--- src/rtl/dep_pkg.sv ---
package dep_pkg;

  // Widest register specifier the comparison helper accepts.
  localparam int SPEC_MAX_W = 8;

  typedef enum logic {
    ISSUE_STRICT  = 1'b0,  // every dependence kind blocks early issue
    ISSUE_RENAMED = 1'b1   // only true dependences block early issue
  } issue_policy_e;

  // Two specifiers refer to the same register and both are in use.
  function automatic logic spec_hit(input logic [SPEC_MAX_W-1:0] x, input logic x_use,
                                    input logic [SPEC_MAX_W-1:0] y, input logic y_use);
    return x_use && y_use && (x == y);
  endfunction

endpackage

--- src/rtl/dep_window.sv ---
module dep_window #(
  parameter int DEPTH = 8,
  parameter int REG_W = 5
) (
  input  logic                        clk,
  input  logic                        rst_n,
  input  logic                        push,
  input  logic                        pop,
  input  logic [REG_W-1:0]            new_dst,
  input  logic                        new_dst_v,
  input  logic [REG_W-1:0]            new_sa,
  input  logic                        new_sa_v,
  input  logic [REG_W-1:0]            new_sb,
  input  logic                        new_sb_v,
  output logic [DEPTH-1:0]            occ,
  output logic [DEPTH-1:0][REG_W-1:0] dst,
  output logic [DEPTH-1:0]            dst_v,
  output logic [DEPTH-1:0][REG_W-1:0] sa,
  output logic [DEPTH-1:0]            sa_v,
  output logic [DEPTH-1:0][REG_W-1:0] sb,
  output logic [DEPTH-1:0]            sb_v,
  output logic                        full
);
  localparam int CNT_W = $clog2(DEPTH + 1);

  logic [CNT_W-1:0]            cnt_q, cnt_d, tail;
  logic [DEPTH-1:0]            occ_q, occ_d;
  logic [DEPTH-1:0][REG_W-1:0] dst_q, dst_d, sa_q, sa_d, sb_q, sb_d;
  logic [DEPTH-1:0]            dv_q, dv_d, av_q, av_d, bv_q, bv_d;
  logic                        pop_go;

  assign pop_go = pop && occ_q[0];
  assign tail   = cnt_q - CNT_W'(pop_go);

  always_comb begin
    occ_d = occ_q;
    dst_d = dst_q; dv_d = dv_q;
    sa_d  = sa_q;  av_d = av_q;
    sb_d  = sb_q;  bv_d = bv_q;
    cnt_d = cnt_q;
    if (pop_go) begin
      for (int k = 0; k < DEPTH - 1; k++) begin
        occ_d[k] = occ_q[k+1];
        dst_d[k] = dst_q[k+1]; dv_d[k] = dv_q[k+1];
        sa_d[k]  = sa_q[k+1];  av_d[k] = av_q[k+1];
        sb_d[k]  = sb_q[k+1];  bv_d[k] = bv_q[k+1];
      end
      occ_d[DEPTH-1] = 1'b0;
      dv_d[DEPTH-1]  = 1'b0;
      av_d[DEPTH-1]  = 1'b0;
      bv_d[DEPTH-1]  = 1'b0;
      cnt_d = cnt_d - 1'b1;
    end
    if (push) begin
      for (int k = 0; k < DEPTH; k++) begin
        if (tail == CNT_W'(k)) begin
          occ_d[k] = 1'b1;
          dst_d[k] = new_dst; dv_d[k] = new_dst_v;
          sa_d[k]  = new_sa;  av_d[k] = new_sa_v;
          sb_d[k]  = new_sb;  bv_d[k] = new_sb_v;
        end
      end
      cnt_d = cnt_d + 1'b1;
    end
  end

  always_ff @(posedge clk or negedge rst_n) begin
    if (!rst_n) begin
      cnt_q <= '0;
      occ_q <= '0;
      dst_q <= '0; dv_q <= '0;
      sa_q  <= '0; av_q <= '0;
      sb_q  <= '0; bv_q <= '0;
    end else begin
      cnt_q <= cnt_d;
      occ_q <= occ_d;
      dst_q <= dst_d; dv_q <= dv_d;
      sa_q  <= sa_d;  av_q <= av_d;
      sb_q  <= sb_d;  bv_q <= bv_d;
    end
  end

  assign occ   = occ_q;
  assign dst   = dst_q;
  assign dst_v = dv_q;
  assign sa    = sa_q;
  assign sa_v  = av_q;
  assign sb    = sb_q;
  assign sb_v  = bv_q;
  assign full  = (cnt_q == CNT_W'(DEPTH));

  logic [DEPTH:0] occ_plus1;
  assign occ_plus1 = {1'b0, occ_q} + 1'b1;

  p_no_overflow_r1: assert property (@(posedge clk) disable iff (!rst_n)
    cnt_q <= CNT_W'(DEPTH));
  p_count_match_r1: assert property (@(posedge clk) disable iff (!rst_n)
    $countones(occ_q) == int'(cnt_q));
  p_occ_packed_r2: assert property (@(posedge clk) disable iff (!rst_n)
    (occ_plus1[DEPTH-1:0] & occ_q) == '0);
  p_empty_retire_r2: assert property (@(posedge clk) disable iff (!rst_n)
    (pop && !occ_q[0] && !push) |=> $stable(occ_q));
  p_retire_shift_r2: assert property (@(posedge clk) disable iff (!rst_n)
    (pop && occ_q[0] && !push) |=> occ_q == ($past(occ_q) >> 1));

endmodule

--- src/rtl/dep_pair_cmp.sv ---
module dep_pair_cmp #(
  parameter int REG_W = 5
) (
  input  logic             young_occ,
  input  logic [REG_W-1:0] young_dst,
  input  logic             young_dst_v,
  input  logic [REG_W-1:0] young_sa,
  input  logic             young_sa_v,
  input  logic [REG_W-1:0] young_sb,
  input  logic             young_sb_v,
  input  logic             old_occ,
  input  logic [REG_W-1:0] old_dst,
  input  logic             old_dst_v,
  input  logic [REG_W-1:0] old_sa,
  input  logic             old_sa_v,
  input  logic [REG_W-1:0] old_sb,
  input  logic             old_sb_v,
  output logic             raw,
  output logic             war,
  output logic             waw
);
  import dep_pkg::*;

  localparam int W = SPEC_MAX_W;

  logic both;
  assign both = young_occ && old_occ;

  // younger reads what older writes
  assign raw = both && (spec_hit(W'(young_sa), young_sa_v, W'(old_dst), old_dst_v) ||
                        spec_hit(W'(young_sb), young_sb_v, W'(old_dst), old_dst_v));
  // younger writes what older reads
  assign war = both && (spec_hit(W'(young_dst), young_dst_v, W'(old_sa), old_sa_v) ||
                        spec_hit(W'(young_dst), young_dst_v, W'(old_sb), old_sb_v));
  // both write the same register
  assign waw = both && spec_hit(W'(young_dst), young_dst_v, W'(old_dst), old_dst_v);

endmodule

--- src/rtl/dep_issue_gate.sv ---
module dep_issue_gate #(
  parameter int DEPTH = 8
) (
  input  logic [DEPTH*DEPTH-1:0] raw,
  input  logic [DEPTH*DEPTH-1:0] war,
  input  logic [DEPTH*DEPTH-1:0] waw,
  input  logic [DEPTH-1:0]       occ,
  input  logic                   renamed,
  output logic [DEPTH-1:0]       early
);
  import dep_pkg::*;

  issue_policy_e policy;
  assign policy = issue_policy_e'(renamed);

  for (genvar i = 0; i < DEPTH; i++) begin : g_row
    logic true_dep, name_dep;
    assign true_dep = |raw[i*DEPTH +: DEPTH];
    assign name_dep = |war[i*DEPTH +: DEPTH] || |waw[i*DEPTH +: DEPTH];
    assign early[i] = occ[i] && !true_dep && !(policy == ISSUE_STRICT && name_dep);
  end

endmodule

--- src/rtl/dep_classifier.sv ---
module dep_classifier #(
  parameter int DEPTH = 8,
  parameter int REG_W = 5
) (
  input  logic                   clk,
  input  logic                   rst_n,
  input  logic                   in_valid,
  output logic                   in_ready,
  input  logic [REG_W-1:0]       in_dst,
  input  logic                   in_dst_vld,
  input  logic [REG_W-1:0]       in_src_a,
  input  logic                   in_src_a_vld,
  input  logic [REG_W-1:0]       in_src_b,
  input  logic                   in_src_b_vld,
  input  logic                   retire,
  input  logic                   renamed_mode,
  output logic [DEPTH-1:0]       slot_vld,
  output logic [DEPTH*DEPTH-1:0] raw_mat,
  output logic [DEPTH*DEPTH-1:0] war_mat,
  output logic [DEPTH*DEPTH-1:0] waw_mat,
  output logic [DEPTH-1:0]       early_ok
);
  logic [DEPTH-1:0]            occ;
  logic [DEPTH-1:0][REG_W-1:0] dst, sa, sb;
  logic [DEPTH-1:0]            dst_v, sa_v, sb_v;
  logic                        full, push_fire, pop_fire;

  assign pop_fire  = retire && occ[0];
  assign in_ready  = !full || pop_fire;
  assign push_fire = in_valid && in_ready;

  dep_window #(.DEPTH(DEPTH), .REG_W(REG_W)) u_window (
    .clk       (clk),
    .rst_n     (rst_n),
    .push      (push_fire),
    .pop       (retire),
    .new_dst   (in_dst),
    .new_dst_v (in_dst_vld),
    .new_sa    (in_src_a),
    .new_sa_v  (in_src_a_vld),
    .new_sb    (in_src_b),
    .new_sb_v  (in_src_b_vld),
    .occ       (occ),
    .dst       (dst),
    .dst_v     (dst_v),
    .sa        (sa),
    .sa_v      (sa_v),
    .sb        (sb),
    .sb_v      (sb_v),
    .full      (full)
  );

  for (genvar i = 0; i < DEPTH; i++) begin : g_young
    for (genvar j = 0; j < DEPTH; j++) begin : g_old
      if (j < i) begin : g_cmp
        dep_pair_cmp #(.REG_W(REG_W)) u_cmp (
          .young_occ   (occ[i]),
          .young_dst   (dst[i]),
          .young_dst_v (dst_v[i]),
          .young_sa    (sa[i]),
          .young_sa_v  (sa_v[i]),
          .young_sb    (sb[i]),
          .young_sb_v  (sb_v[i]),
          .old_occ     (occ[j]),
          .old_dst     (dst[j]),
          .old_dst_v   (dst_v[j]),
          .old_sa      (sa[j]),
          .old_sa_v    (sa_v[j]),
          .old_sb      (sb[j]),
          .old_sb_v    (sb_v[j]),
          .raw         (raw_mat[i*DEPTH+j]),
          .war         (war_mat[i*DEPTH+j]),
          .waw         (waw_mat[i*DEPTH+j])
        );
      end else begin : g_zero
        assign raw_mat[i*DEPTH+j] = 1'b0;
        assign war_mat[i*DEPTH+j] = 1'b0;
        assign waw_mat[i*DEPTH+j] = 1'b0;
      end
    end
  end

  dep_issue_gate #(.DEPTH(DEPTH)) u_gate (
    .raw     (raw_mat),
    .war     (war_mat),
    .waw     (waw_mat),
    .occ     (occ),
    .renamed (renamed_mode),
    .early   (early_ok)
  );

  assign slot_vld = occ;

  p_ready_room_r1: assert property (@(posedge clk) disable iff (!rst_n)
    !full |-> in_ready);
  p_head_free_r8: assert property (@(posedge clk) disable iff (!rst_n)
    occ[0] |-> early_ok[0]);
  p_empty_quiet_r7: assert property (@(posedge clk) disable iff (!rst_n)
    !occ[0] |-> (raw_mat == '0 && war_mat == '0 && waw_mat == '0 && early_ok == '0));

  // every surviving pair keeps its bits after moving down one slot
  for (genvar i = 1; i < DEPTH - 1; i++) begin : g_chk_row
    for (genvar j = 0; j < i; j++) begin : g_chk_col
      p_follow_raw_r10: assert property (@(posedge clk) disable iff (!rst_n)
        (pop_fire && !push_fire) |=> raw_mat[i*DEPTH+j] == $past(raw_mat[(i+1)*DEPTH+j+1]));
      p_follow_war_r10: assert property (@(posedge clk) disable iff (!rst_n)
        (pop_fire && !push_fire) |=> war_mat[i*DEPTH+j] == $past(war_mat[(i+1)*DEPTH+j+1]));
      p_follow_waw_r10: assert property (@(posedge clk) disable iff (!rst_n)
        (pop_fire && !push_fire) |=> waw_mat[i*DEPTH+j] == $past(waw_mat[(i+1)*DEPTH+j+1]));
    end
  end

endmodule

--- config.mk ---
export PLATFORM = sky130hd
export DESIGN_NAME = dep_classifier
export DESIGN_NICKNAME = d
export VERILOG_FILES = /design/src/rtl/dep_pkg.sv /design/src/rtl/dep_window.sv /design/src/rtl/dep_pair_cmp.sv /design/src/rtl/dep_issue_gate.sv /design/src/rtl/dep_classifier.sv
export SDC_FILE = /design/constraint.sdc
export NUM_CORES = 1
export LEC_CHECK = 0
export BUFFER_PORTS_ARGS = -buffer_cell sky130_fd_sc_hd__buf_2
export CAP_MARGIN = 20
export CORE_ASPECT_RATIO = 0.75
export CORE_MARGIN = 4
export CORE_UTILIZATION = 40
export CTS_BUF_LIST = sky130_fd_sc_hd__clkbuf_4 sky130_fd_sc_hd__clkbuf_8
export CTS_CLUSTER_SIZE = 14
export DETAILED_ROUTE_END_ITERATION = 10
export GPL_TIMING_DRIVEN = 1
export PLACE_DENSITY = 0.6
export REMOVE_ABC_BUFFERS = 1
export SETUP_SLACK_MARGIN = 0.1
export SYNTH_ARGS = -nofsm -noshare
export SYNTH_HDL_FRONTEND = slang
export SYNTH_HIERARCHICAL = 1
export SYNTH_SLANG_ARGS = --single-unit
--- constraint.sdc ---
create_clock -name clk -period 4.8 [get_ports clk]
set_clock_uncertainty 0.15 [all_clocks]
set_input_delay 0.72 -clock clk [delete_from_list [all_inputs] [get_ports clk]]
set_output_delay 0.72 -clock clk [all_outputs]
set_load 0.02 [all_outputs]
==> flow_metrics.py <==
metrics = {
    "clock_network": {
        "cts_num_sinks": 156,
        "path_clk_slew_ns": 0.09,
        "clock_latency_ns": 0.46,
        "postCtsHoldBufs": 0,
        "cts_root_buffer": "clkbuf_8",
        "post_cts.repair.setup_buffers": 0,
        "cts_buffers": 17,
        "clockBufferDepth": 2,
        "cts_resized": 0,
        "cts_htree_levels": 4,
        "cts_tree": "built",
    },
    "setup_path": {
        "cp-startpoint": "u_window/dst[28]$_DFF_PN0_",
        "criticalPathCategory": "register to primary output",
        "worstRegToRegCells": 8,
        "endpoint": "early_ok[5]",
        "required_ns": 3.93,
        "end_kind": "primary output",
        "crit_fanout": 13,
        "cp_data_arrival_time_ns": 3.34,
        "r2r_slack_ns": 0.94,
        "critPathLaunchType": "register",
        "r2r-end": "u_window/sa_v[1]$_DFF_PN0_",
        "rr_startpoint": "u_window/occ[0]$_DFF_PN0_",
    },
    "route": {
        "vias_per_cell": 6.38,
        "antenna_left": 0,
        "drtPass1Iterations": 6,
        "drt_iter0_drc": 3281,
        "drt-total-wl_mm": 95.1,
        "vias": 20400,
        "drc": 0,
        "wl_per_cell_um": 29.7,
    },
    "floorplan": {
        "die-area_um2": 50500,
        "die_h_um": 196,
        "die_w_um": 258,
        "rows": 68,
        "start_util": 0.406,
        "ios": 232,
        "core_um2": 46200,
    },
    "placed_design": {
        "dp_hpwl_mm": 64.5,
        "port-buffer-count": 123,
        "post-place-cells": 3170,
        "place_congestion": 1.01,
    },
    "layout": {
        "syn_to_final_growth_pct": 11.1,
        "final_cell_mix": "xnor2_1, nand3_1, conb_1",
        "fillCellCount": 4585,
        "final_common_cell": "xnor2_1",
        "nNetsFinal": 2587,
        "instances_no_fill": 3206,
        "drive_gt1_frac": 0.122,
    },
    "synthesis": {
        "post_synth_num_cell_types": 55,
        "synthMuxAreaShare": 0.00113,
        "yosysSeqAreaShare": 0.208,
        "syn_area_um2": 18800,
        "avgSynthCellArea_um2": 8.02,
        "synth_compound_area_frac": 0.160,
        "synth-async-reset-ratio": 1.00,
        "synth_ff_type": "dfrtp_1",
        "synth_edf_count": 0,
        "yosys.area_share.simple": 0.208,
        "synth-seq-cells": 156,
        "synth_cells": 2339,
        "yosys_warnings": 6,
        "synthAdderAreaFrac": 0.00267,
        "synth_top_family_by_area": "XOR/XNOR gates",
        "synth-xor-area-share": 0.331,
    },
    "sta": {
        "finalSetupViolations": 0,
        "min_period_over_period": 0.877,
        "worst_pin_slew_ns": 1.24,
        "grt_setup_unrepaired": "no",
        "fin_crit_ns": 4.21,
        "slew_headroom": 0.175,
        "fmax_ghz": 0.237,
        "worst_hold_slack_ns": 0.204,
        "hold_violations": 0,
        "drv_slew": 0,
    },
    "global_route": {
        "grt-ovfl-total": 0,
        "grt_pass1_vias": 19500,
        "grt_pass1_wl_mm": 136,
        "grtUsageTotal": 0.359,
        "grt_max_degree": 97,
        "antenna_found_initial": 4,
    },
    "pwr": {
        "irDropWorstVdd_uv": 562,
        "power_density_nw_per_um2": 878,
        "p_leak_uw": 0.00747,
    },
    "status": {
        "outcome": "completed",
    },
    "run": {
        "drv_cap": 0,
    },
    "min_path": {
        "hold_class": "input port to async pin",
    },
}
-- state kept, by name (all words and copies together), names as in the netlist --
register / flops
u_window/dst: 40
u_window/sa_v: 8
u_window/sa: 40
u_window/sb: 40
u_window/occ: 8
u_window/dst_v: 8
u_window/sb_v: 8
u_window/cnt_q: 4
-- final cells by class --
cell class	count	area, um2	area share
Multi-Input combinational cell	2079	14000	0.673
Sequential cell	156	3910	0.188
Timing Repair Buffer	211	1310	0.0630
Tap cell	630	788	0.0378
Inverter	95	357	0.0171
Clock buffer	20	275	0.0132
Clock inverter	11	156	0.00750
Antenna cell	4	10.0	0.000480
-- synth_stat cells, drive strengths merged (2+ instances only) --
| cell | number | area (um2) |
|---|---|---|
| xnor2 | 705 | 6180 |
| nand3 | 235 | 1180 |
| a21oi | 180 | 901 |
| dfrtp | 156 | 3900 |
| nor2 | 147 | 557 |
| buf | 144 | 1010 |
| nand4 | 140 | 876 |
| inv | 95 | 357 |
| o221ai | 90 | 788 |
| clkbuf | 80 | 300 |
| o22ai | 78 | 488 |
| and3 | 74 | 463 |
| nand2 | 40 | 150 |
| nor4 | 39 | 444 |
| a211oi | 36 | 270 |
| a22oi | 36 | 370 |
| nor3 | 10 | 66.3 |
| a41oi | 8 | 70.1 |
| o21ai | 8 | 43.8 |
| nand4b | 7 | 61.3 |
| ha | 4 | 50.1 |
| nand3b | 3 | 22.5 |
| a21boi | 2 | 18.8 |
| nand2b | 2 | 12.5 |
| nor2b | 2 | 15.0 |
| or3b | 2 | 17.5 |
| or4 | 2 | 15.0 |
| xor2 | 2 | 25.0 |
-- worst min-delay path by stage --
| stage | startpoint | to | cells past startpoint |
|---|---|---|---|
| 2_1_floorplan | rst_n | u_window/cnt_q[0]$_DFF_PN0_ | 0 |
| 5_1_grt | rst_n | u_window/sa[0]$_DFF_PN0_ | 1 |
| 4_1_cts | rst_n | u_window/sa[35]$_DFFE_PN0P_ | 1 |
| 3_5_place_dp | u_window/cnt_q[3]$_DFF_PN0_ | u_window/cnt_q[3]$_DFF_PN0_ | 1 |
| 6_report | rst_n | u_window/sa[0]$_DFF_PN0_ | 1 |
| 3_3_place_gp | u_window/cnt_q[3]$_DFF_PN0_ | u_window/cnt_q[3]$_DFF_PN0_ | 1 |
-- per-stage QoR --
step / setup slack, ns / util / setup TNS [ns] / cell area [um2] / power, uW
after floorplan: -4.47 / - / -579.20 / 18300 / 12100
after global placement: 1.04 / 0.441 / 0 / 20400 / 16200
after detailed placement: 1.07 / 0.441 / 0 / 20400 / 16600
after CTS: 0.568 / 0.451 / 0 / 20800 / 17700
after global routing: 0.473 / 0.451 / 0 / 20800 / 19000
final: 0.589 / 0.451 / 0 / 20800 / 18300
-- logic make-up after synthesis --
group | Yosys count
AOI/OAI and AO/OA | 443
xor gates and xnor gates | 707
adders and majority gates | 4
buffers and inverters | 319
DFF | 156
muxes | 2
other | 1
and+or+nand+nor | 707
-- report_power, final --
| part | switching (uW) | leakage, uW | total, uW | internal, uW |
|---|---|---|---|---|
| clock | 541 | 0.000208 | 1100 | 560 |
| sequential | 3920 | 0.00190 | 5820 | 1890 |
| combinational | 6050 | 0.00536 | 11400 | 5340 |
-- per-layer routing --
layer / routed length (um) / vias up / track usage
met5: 0 / - / 0
met4: 5430 / 0 / 0.177
met3: 13700 / 322 / 0.104
met2: 38200 / 1679 / 0.506
met1: 37700 / 9939 / 0.500
li1: - / 8501 / -
-- critical path, cell delays in order (launching register included) --
cell     delay, ns
dfrtp_1       0.92
buf_4         0.39
xnor2_1       0.16
nand4_1       0.11
o22ai_1       0.52
nor4_2        0.11
a41oi_1       0.38
nor2_1        0.09
buf_2         0.17
No activity file was read; power rests on OpenSTA's default activity.
